**src/rtl/irb_pkg.sv**
```systemverilog
package irb_pkg;
   localparam int OFS_SET_EN  = 'h100;
   localparam int OFS_CLR_EN  = 'h180;
   localparam int OFS_SET_PND = 'h200;
   localparam int OFS_CLR_PND = 'h280;
   localparam int OFS_PRIO    = 'h400;

   typedef enum logic [2:0] {
      SEL_NONE,
      SEL_SET_EN,
      SEL_CLR_EN,
      SEL_SET_PND,
      SEL_CLR_PND,
      SEL_PRIO
   } irb_sel_e;
endpackage

```
**src/rtl/irb_decode.sv**
```systemverilog
module irb_decode
   import irb_pkg::*;
#(
   parameter int ADDR_W  = 12,
   parameter int NUM_REG = 8,
   parameter int IDX_W   = 3
) (
   input  logic [ADDR_W-1:0] addr,
   output irb_sel_e          sel,
   output logic [IDX_W-1:0]  idx
);
   localparam int WORD_W = ADDR_W - 2;
   localparam logic [WORD_W-1:0] W_SET_EN  = WORD_W'(OFS_SET_EN  >> 2);
   localparam logic [WORD_W-1:0] W_CLR_EN  = WORD_W'(OFS_CLR_EN  >> 2);
   localparam logic [WORD_W-1:0] W_SET_PND = WORD_W'(OFS_SET_PND >> 2);
   localparam logic [WORD_W-1:0] W_CLR_PND = WORD_W'(OFS_CLR_PND >> 2);
   localparam logic [WORD_W-1:0] W_PRIO    = WORD_W'(OFS_PRIO    >> 2);
   localparam logic [WORD_W-1:0] W_NREG    = WORD_W'(NUM_REG);

   logic [WORD_W-1:0] word;
   logic [WORD_W-1:0] rel;
   logic              unused_addr_lsb;

   assign word            = addr[ADDR_W-1:2];
   assign rel             = word - W_PRIO;
   assign unused_addr_lsb = ^addr[1:0];

   always_comb begin
      sel = SEL_NONE;
      idx = '0;
      if (word == W_SET_EN)       sel = SEL_SET_EN;
      else if (word == W_CLR_EN)  sel = SEL_CLR_EN;
      else if (word == W_SET_PND) sel = SEL_SET_PND;
      else if (word == W_CLR_PND) sel = SEL_CLR_PND;
      else if (word >= W_PRIO && rel < W_NREG) begin
         sel = SEL_PRIO;
         idx = rel[IDX_W-1:0];
      end
   end
endmodule

```
**src/rtl/irb_flag_bank.sv**
```systemverilog
module irb_flag_bank #(
   parameter int NUM_IRQ = 32,
   parameter int ID_W    = 5
) (
   input  logic               clk,
   input  logic               rst_n,
   input  logic [NUM_IRQ-1:0] set_en,
   input  logic [NUM_IRQ-1:0] clr_en,
   input  logic [NUM_IRQ-1:0] set_pd,
   input  logic [NUM_IRQ-1:0] clr_pd,
   input  logic [NUM_IRQ-1:0] irq_req,
   input  logic               ack_valid,
   input  logic [ID_W-1:0]    ack_id,
   output logic [NUM_IRQ-1:0] en_q,
   output logic [NUM_IRQ-1:0] pd_q
);
   logic [NUM_IRQ-1:0] req_q;
   logic [NUM_IRQ-1:0] rise;
   logic [NUM_IRQ-1:0] ack_mask;
   logic [NUM_IRQ-1:0] drop;

   assign rise = irq_req & ~req_q;
   assign drop = (clr_pd | ack_mask) & ~rise;

   for (genvar i = 0; i < NUM_IRQ; i++) begin : g_ack
      assign ack_mask[i] = ack_valid && (ack_id == ID_W'(i));
   end

   always_ff @(posedge clk or negedge rst_n) begin
      if (!rst_n) begin
         req_q <= '0;
         en_q  <= '0;
         pd_q  <= '0;
      end else begin
         req_q <= irq_req;
         en_q  <= (en_q | set_en) & ~clr_en;
         pd_q  <= (pd_q & ~drop) | set_pd | rise;
      end
   end

   assert_en_hold_R2: assert property (@(posedge clk) disable iff (!rst_n)
      (set_en == '0 && clr_en == '0) |=> $stable(en_q));

   assert_hw_edge_sets_R8: assert property (@(posedge clk) disable iff (!rst_n)
      (|rise) |=> ((pd_q & $past(rise)) == $past(rise)));

   assert_edge_beats_clear_R9: assert property (@(posedge clk) disable iff (!rst_n)
      (|(rise & clr_pd)) |=> ((pd_q & $past(rise & clr_pd)) == $past(rise & clr_pd)));

   assert_ack_clears_R10: assert property (@(posedge clk) disable iff (!rst_n)
      (ack_valid && !rise[ack_id] && !set_pd[ack_id]) |=> !pd_q[$past(ack_id)]);
endmodule

```
**src/rtl/irb_prio_bank.sv**
```systemverilog
module irb_prio_bank #(
   parameter int NUM_IRQ   = 32,
   parameter int PRIO_BITS = 2,
   parameter int IDX_W     = 3
) (
   input  logic                          clk,
   input  logic                          rst_n,
   input  logic                          we,
   input  logic [IDX_W-1:0]              idx,
   input  logic [31:0]                   wdata,
   output logic [NUM_IRQ*PRIO_BITS-1:0]  prio_flat,
   output logic [31:0]                   rd_word
);
   logic [PRIO_BITS-1:0] prio_q [NUM_IRQ];
   logic                 unused_wdata;

   assign unused_wdata = ^wdata;

   for (genvar n = 0; n < NUM_IRQ; n++) begin : g_field
      always_ff @(posedge clk or negedge rst_n) begin
         if (!rst_n)
            prio_q[n] <= '0;
         else if (we && idx == IDX_W'(n / 4))
            prio_q[n] <= wdata[8*(n%4)+7 -: PRIO_BITS];
      end
      assign prio_flat[n*PRIO_BITS +: PRIO_BITS] = prio_q[n];
   end

   always_comb begin
      rd_word = '0;
      for (int l = 0; l < 4; l++)
         rd_word[8*l+7 -: PRIO_BITS] = prio_q[{idx, 2'(l)}];
   end

   assert_lane0_map_R5: assert property (@(posedge clk) disable iff (!rst_n)
      (we && idx == '0) |=> (prio_q[0] == $past(wdata[7 -: PRIO_BITS])));

   assert_word_write_R7: assert property (@(posedge clk) disable iff (!rst_n)
      (we && idx == '0) |=> (prio_q[3] == $past(wdata[31 -: PRIO_BITS])));
endmodule

```
**src/rtl/intr_prio_regs.sv**
```systemverilog
module intr_prio_regs
   import irb_pkg::*;
#(
   parameter int NUM_IRQ   = 32,
   parameter int PRIO_BITS = 2,
   parameter int ADDR_W    = 12,
   localparam int ID_W     = $clog2(NUM_IRQ),
   localparam int NUM_REG  = NUM_IRQ / 4,
   localparam int IDX_W    = $clog2(NUM_REG)
) (
   input  logic                         clk,
   input  logic                         rst_n,
   input  logic [ADDR_W-1:0]            bus_addr,
   input  logic [31:0]                  bus_wdata,
   input  logic                         bus_we,
   input  logic                         bus_re,
   output logic [31:0]                  bus_rdata,
   input  logic [NUM_IRQ-1:0]           irq_req,
   input  logic                         ack_valid,
   input  logic [ID_W-1:0]              ack_id,
   output logic [NUM_IRQ-1:0]           irq_enable,
   output logic [NUM_IRQ-1:0]           irq_pending,
   output logic [NUM_IRQ*PRIO_BITS-1:0] irq_prio
);
   if (NUM_IRQ % 4 != 0 || NUM_IRQ < 8 || NUM_IRQ > 32)
      $error("NUM_IRQ must be a multiple of 4 between 8 and 32");
   if (PRIO_BITS < 1 || PRIO_BITS > 8)
      $error("PRIO_BITS must lie between 1 and 8");
   if (ADDR_W < 11)
      $error("ADDR_W must reach the priority window");

   function automatic logic [31:0] low_mask();
      logic [31:0] m = '0;
      for (int b = 0; b < 32; b++)
         if ((b % 8) < 8 - PRIO_BITS) m[b] = 1'b1;
      return m;
   endfunction
   localparam logic [31:0] LOW_MASK = low_mask();

   irb_sel_e           sel;
   logic [IDX_W-1:0]   idx;
   logic [NUM_IRQ-1:0] wv;
   logic [NUM_IRQ-1:0] set_en, clr_en, set_pd, clr_pd;
   logic [31:0]        prio_rd;
   logic [31:0]        rd_mux;

   assign wv     = bus_wdata[NUM_IRQ-1:0];
   assign set_en = (bus_we && sel == SEL_SET_EN)  ? wv : '0;
   assign clr_en = (bus_we && sel == SEL_CLR_EN)  ? wv : '0;
   assign set_pd = (bus_we && sel == SEL_SET_PND) ? wv : '0;
   assign clr_pd = (bus_we && sel == SEL_CLR_PND) ? wv : '0;

   irb_decode #(.ADDR_W(ADDR_W), .NUM_REG(NUM_REG), .IDX_W(IDX_W)) u_dec (
      .addr (bus_addr),
      .sel  (sel),
      .idx  (idx)
   );

   irb_flag_bank #(.NUM_IRQ(NUM_IRQ), .ID_W(ID_W)) u_flags (
      .clk       (clk),
      .rst_n     (rst_n),
      .set_en    (set_en),
      .clr_en    (clr_en),
      .set_pd    (set_pd),
      .clr_pd    (clr_pd),
      .irq_req   (irq_req),
      .ack_valid (ack_valid),
      .ack_id    (ack_id),
      .en_q      (irq_enable),
      .pd_q      (irq_pending)
   );

   irb_prio_bank #(.NUM_IRQ(NUM_IRQ), .PRIO_BITS(PRIO_BITS), .IDX_W(IDX_W)) u_prio (
      .clk       (clk),
      .rst_n     (rst_n),
      .we        (bus_we && sel == SEL_PRIO),
      .idx       (idx),
      .wdata     (bus_wdata),
      .prio_flat (irq_prio),
      .rd_word   (prio_rd)
   );

   always_comb begin
      rd_mux = '0;
      case (sel)
         SEL_SET_EN, SEL_CLR_EN:   rd_mux[NUM_IRQ-1:0] = irq_enable;
         SEL_SET_PND, SEL_CLR_PND: rd_mux[NUM_IRQ-1:0] = irq_pending;
         SEL_PRIO:                 rd_mux = prio_rd;
         default:                  rd_mux = '0;
      endcase
   end

   always_ff @(posedge clk or negedge rst_n) begin
      if (!rst_n)      bus_rdata <= '0;
      else if (bus_re) bus_rdata <= rd_mux;
   end

   assert_unmapped_zero_R11: assert property (@(posedge clk) disable iff (!rst_n)
      (bus_re && sel == SEL_NONE) |=> (bus_rdata == '0));

   assert_prio_low_zero_R6: assert property (@(posedge clk) disable iff (!rst_n)
      (bus_re && sel == SEL_PRIO) |=> ((bus_rdata & LOW_MASK) == '0));

   assert_en_readback_R3: assert property (@(posedge clk) disable iff (!rst_n)
      (bus_re && (sel == SEL_SET_EN || sel == SEL_CLR_EN))
      |=> (bus_rdata[NUM_IRQ-1:0] == $past(irq_enable)));

   assert_rdata_hold_R12: assert property (@(posedge clk) disable iff (!rst_n)
      !bus_re |=> $stable(bus_rdata));
endmodule

```
**config.mk**
```make
export PLATFORM = sky130hd
export DESIGN_NAME = intr_prio_regs
export DESIGN_NICKNAME = d
export VERILOG_FILES = /design/src/rtl/irb_pkg.sv /design/src/rtl/irb_decode.sv /design/src/rtl/irb_flag_bank.sv /design/src/rtl/irb_prio_bank.sv /design/src/rtl/intr_prio_regs.sv
export SDC_FILE = /design/constraint.sdc
export NUM_CORES = 1
export LEC_CHECK = 0
export BUFFER_PORTS_ARGS = -buffer_cell sky130_fd_sc_hd__buf_2
export CAP_MARGIN = 0
export CORE_UTILIZATION = 47
export DETAILED_ROUTE_END_ITERATION = 8
export PLACE_DENSITY = 0.74
export SYNTH_ARGS = -nofsm -noshare
export SYNTH_HDL_FRONTEND = slang
export SYNTH_SLANG_ARGS = --single-unit
export TNS_END_PERCENT = 10
```
**constraint.sdc**
```tcl
create_clock -name clk -period 1.63 [get_ports clk]
set_clock_uncertainty 0.2 [all_clocks]
set_input_delay 0.0815 -clock clk [delete_from_list [all_inputs] [get_ports clk]]
set_output_delay 0.0815 -clock clk [all_outputs]
set_load 0.02 [all_outputs]
```
==> impl_summary.log <==
[metrics] result of the run: complete, but fails checks
[metrics] violated checks: negative setup slack
[metrics] CP Data Arrival Time: 1770 ps
[metrics] Routed Wire Length: 27.54 mm
[metrics] commonest non-fill, non-tap cell in the layout: buf_2
[metrics] final-layout worst hold slack: 23.62 ps
[metrics] pins over their slew limit: 0
[metrics] sequential cell area fraction in the yosys report: 56.55%
[metrics] critical-path cell with the highest stage delay: mux4_2
[metrics] sum of internal, switching and leakage power: 10500 uW
[metrics] leakage power figure: 0.005903 uW
[metrics] Initial DRT Pass Iterations: 5
[metrics] final worst path period share: 103.5%
[metrics] RD Place Congestion: 0.8328
[metrics] warning count from the yosys run: 0
[metrics] headroom to the max-slew limit: 63.42%
[metrics] worst setup path start: u_prio.prio_flat[29]$_DFFE_PN0P_
[metrics] count of final hold-check violations: 0
[metrics] clock latency on the worst-skew pair: 430 ps
[metrics] number of H-tree branching levels: 4
[metrics] ratio of cells with drive above 1 in the final layout: 42.13%
[metrics] Final setup violation count: 2
[metrics] cell-internal power: 7641 uW
[metrics] Layout Utilization: 68.51%
[metrics] max incr delay on CP: 480 ps
[metrics] largest cells by area after synthesis: dfrtp_1 57%, mux2_2 8.6%, o221ai_1 4.8%
[metrics] Final Critical Period: 1687 ps
[metrics] number of primary I/O pins: 246
[metrics] leftover overflow at the end of global routing: 0
[metrics] count of placed standard cells in the final layout, fillers left out: 1314
[metrics] Via-to-Cell Ratio: 5.762
[metrics] Starting DRT DRC Count: 666
[metrics] total number of vias: 7571
[metrics] Yosys reg bits: 192
[metrics] area fraction of the dominant cell type after synthesis: 56.55%
[metrics] final total negative setup slack: -57.55 ps
[metrics] r2r startpoint: u_prio.prio_flat[29]$_DFFE_PN0P_
[metrics] die boundary width: 136.5 um
[metrics] clock buffer count from CTS: 17
[metrics] clk slew on worst S/H paths: 80 ps
[metrics] area delta synth->final: 40.91%
[metrics] antenna viol nets, final: 0
[metrics] switching share of power: 27.22%
[metrics] number of antenna violations at the first check in global routing: 1
[metrics] Post-synth EDFFs: 0
[metrics] detailed-route DRC error count: 0
[metrics] fraction of registers with async set or reset after synthesis: 100.0%
[metrics] post-synthesis cell type count: 43
[metrics] CP bufs+invs: 0
[metrics] worst min path class: in2reg
[metrics] final critical-path setup slack: -56.69 ps
[metrics] maximum number of pins on one net before global-route repair: 52
[metrics] power density cells: 876.8 mW/mm2
[metrics] buffers from clock root to sink, at most: 2
[metrics] total number of clock tree sinks: 192
[metrics] clock tree from TritonCTS: done
[metrics] standard-cell row count: 48
[metrics] Synth Flop Type: dfrtp_1
[metrics] P_sw: 2857 uW
[metrics] cell count after synthesis: 703
[metrics] worst hold path startpoint: bus_re
[metrics] number of placed cells counting well taps: 1201
[metrics] area of the placeable core: 0.01748 mm2
[metrics] highest clock frequency the design can meet: 592.9 MHz
[metrics] part of the power in registers: 47.8%
[metrics] die area: 0.01862 mm2
[metrics] Worst Path Max Fanout: 2
[metrics] unrepaired setup endpoints after global routing: yes
[metrics] Peak VDD IR: 0.7647 mV
[metrics] post-synthesis instance area: 0.008497 mm2
[metrics] element type at the critical path end: register
[metrics] startpoint type of the worst setup path: register
[metrics] Post-Synthesis Net Count: 789
[metrics] required time at the worst-slack endpoint: 1720 ps
[metrics] post-DP HPWL: 18.77 mm
[metrics] share of power burned in combinational logic: 12.2%
[metrics] mean post-synth cell area: 12.09 um2
[metrics] global-route usage over all layers: 30.03%
[metrics] cell taking the most area after synthesis: dfrtp_1
[metrics] clock tree root driver cell: clkbuf_16
[metrics] initial cell density of the core: 48.62%
[metrics] die boundary height: 136.5 um
[metrics] wire length per cell: 20.96 um
[metrics] Critical Setup Path Class: reg2reg
[metrics] part of the total power dissipated in the clock network: 40.0%
[metrics] Tightest Pin Transition: 548.6 ps
[metrics] first-pass GRT wire length: 41.60 mm
[metrics] leading cell types in the layout, fill and taps excluded: 242 x buf_2, 186 x dfrtp_1, 78 x dlygate4sd3_1
[metrics] count of input and output buffers: 243
[metrics] number of max-cap violations: 0
[metrics] total number of nets in the final design: 1160
[metrics] CP delay by family, top: multiplexers
[metrics] vias in the first global route: 7575
[metrics] cells along the critical path: mux4_2 -> mux2_4 -> o211ai_1 -> o2111ai_1
[kinds of logic (layout without fill, tap and decap cells)]
kind of cell           Yosys count  count (layout)  share of synthesized area [%]
multiplexers                    98              98                          13.68
flip-flops                     192             192                          56.55
other                            0               2                              0
buffers and inverters           99             483                          5.551
AO/OA/AOI/OAI                  194             194                          16.48
AND/OR/NAND/NOR                120             120                          7.745
[worst register-to-register path: stages, from the launching register on]
cell and delay, ps:
dfrtp_2 400, mux4_2 480, mux2_4 280, o211ai_1 80
o2111ai_1 120
[cell usage after synthesis (15+ instances only)]
cell / number
a21oi_1: 28
a22oi_1: 32
buf_2: 17
clkbuf_1: 25
dfrtp_1: 192
inv_1: 42
mux2_2: 65
mux2i_1: 25
nand2_1: 29
nand3_1: 15
nor2_1: 34
o21ai_0: 32
o221ai_1: 47
o31ai_1: 24
[state kept, by name (all words and copies together), names as in the netlist]
register,cells
u_flags.en_q,32
u_prio.prio_flat,64
bus_rdata,32
u_flags.pd_q,32
u_flags.req_q,32
[power groups by stage]
| stage | sequential (uW) | clock [uW] | combinational, uW |
|---|---|---|---|
| 2_1_floorplan | 5240 | 0 | 364 |
| 3_3_place_gp | 5100 | 0 | 1080 |
| 3_5_place_dp | 5110 | 0 | 1100 |
| 4_1_cts | 5010 | 4260 | 1260 |
| 5_1_grt | 5030 | 4400 | 1370 |
| 6_report | 5020 | 4200 | 1280 |
[worst paths after layout]
check,depth (start not counted),end,slack [ps]
max,4,bus_rdata[23]$_DFFE_PN0P_,-60
min,3,bus_rdata[9]$_DFFE_PN0P_,20
max reg2reg,4,bus_rdata[23]$_DFFE_PN0P_,-60
min reg2reg,1,u_flags.pd_q[18]$_DFF_PN0_,270
max in group asynchronous,4,bus_rdata[12]$_DFFE_PN0P_,120
min in group asynchronous,3,u_flags.pd_q[26]$_DFF_PN0_,500
[what timing repair did]
| action | 4_1_cts | 5_1_grt |
|---|---|---|
| pin swaps | 1 | 4 |
| endpoints found under the setup margin | 2 | 26 |
| buffers inserted | 0 | 1 |
| hold buffers | 78 | 0 |
| endpoints found under the hold margin | 357 | 0 |
| gates resized for setup | 3 | 5 |
[layout make-up]
type                            instances  area (um2)
Tap cell                              225       281.5
Clock inverter                         15       167.7
Timing Repair Buffer                  409        2849
Fill cell                            1293        5504
Clock buffer                           17       425.4
Sequential cell                       192        4812
Antenna cell                            2       5.005
Inverter                               42       157.7
Multi-Input combinational cell        412        3274
[layer usage]
metal | vias to the layer above | wire, um | track usage, % | share of wire, %
li1 | 3375 | - | - | -
met4 | 0 | 898 | 12.59 | 3.3
met1 | 3754 | 11560 | 40.58 | 42
met5 | - | 0 | 0 | 0
met3 | 74 | 1739 | 4.773 | 6.3
met2 | 368 | 13350 | 48.08 | 48
[through the flow]
stage | setup slack (ps) | cell area [um2]
global route | -126.1 | 11970
floorplan | -44.19 | 8511
detailed placement | -274.1 | 10540
global placement | -169.8 | 10540
finish | -56.69 | 11970
CTS | -54.87 | 11930
Power figures use the tool's default switching activity.
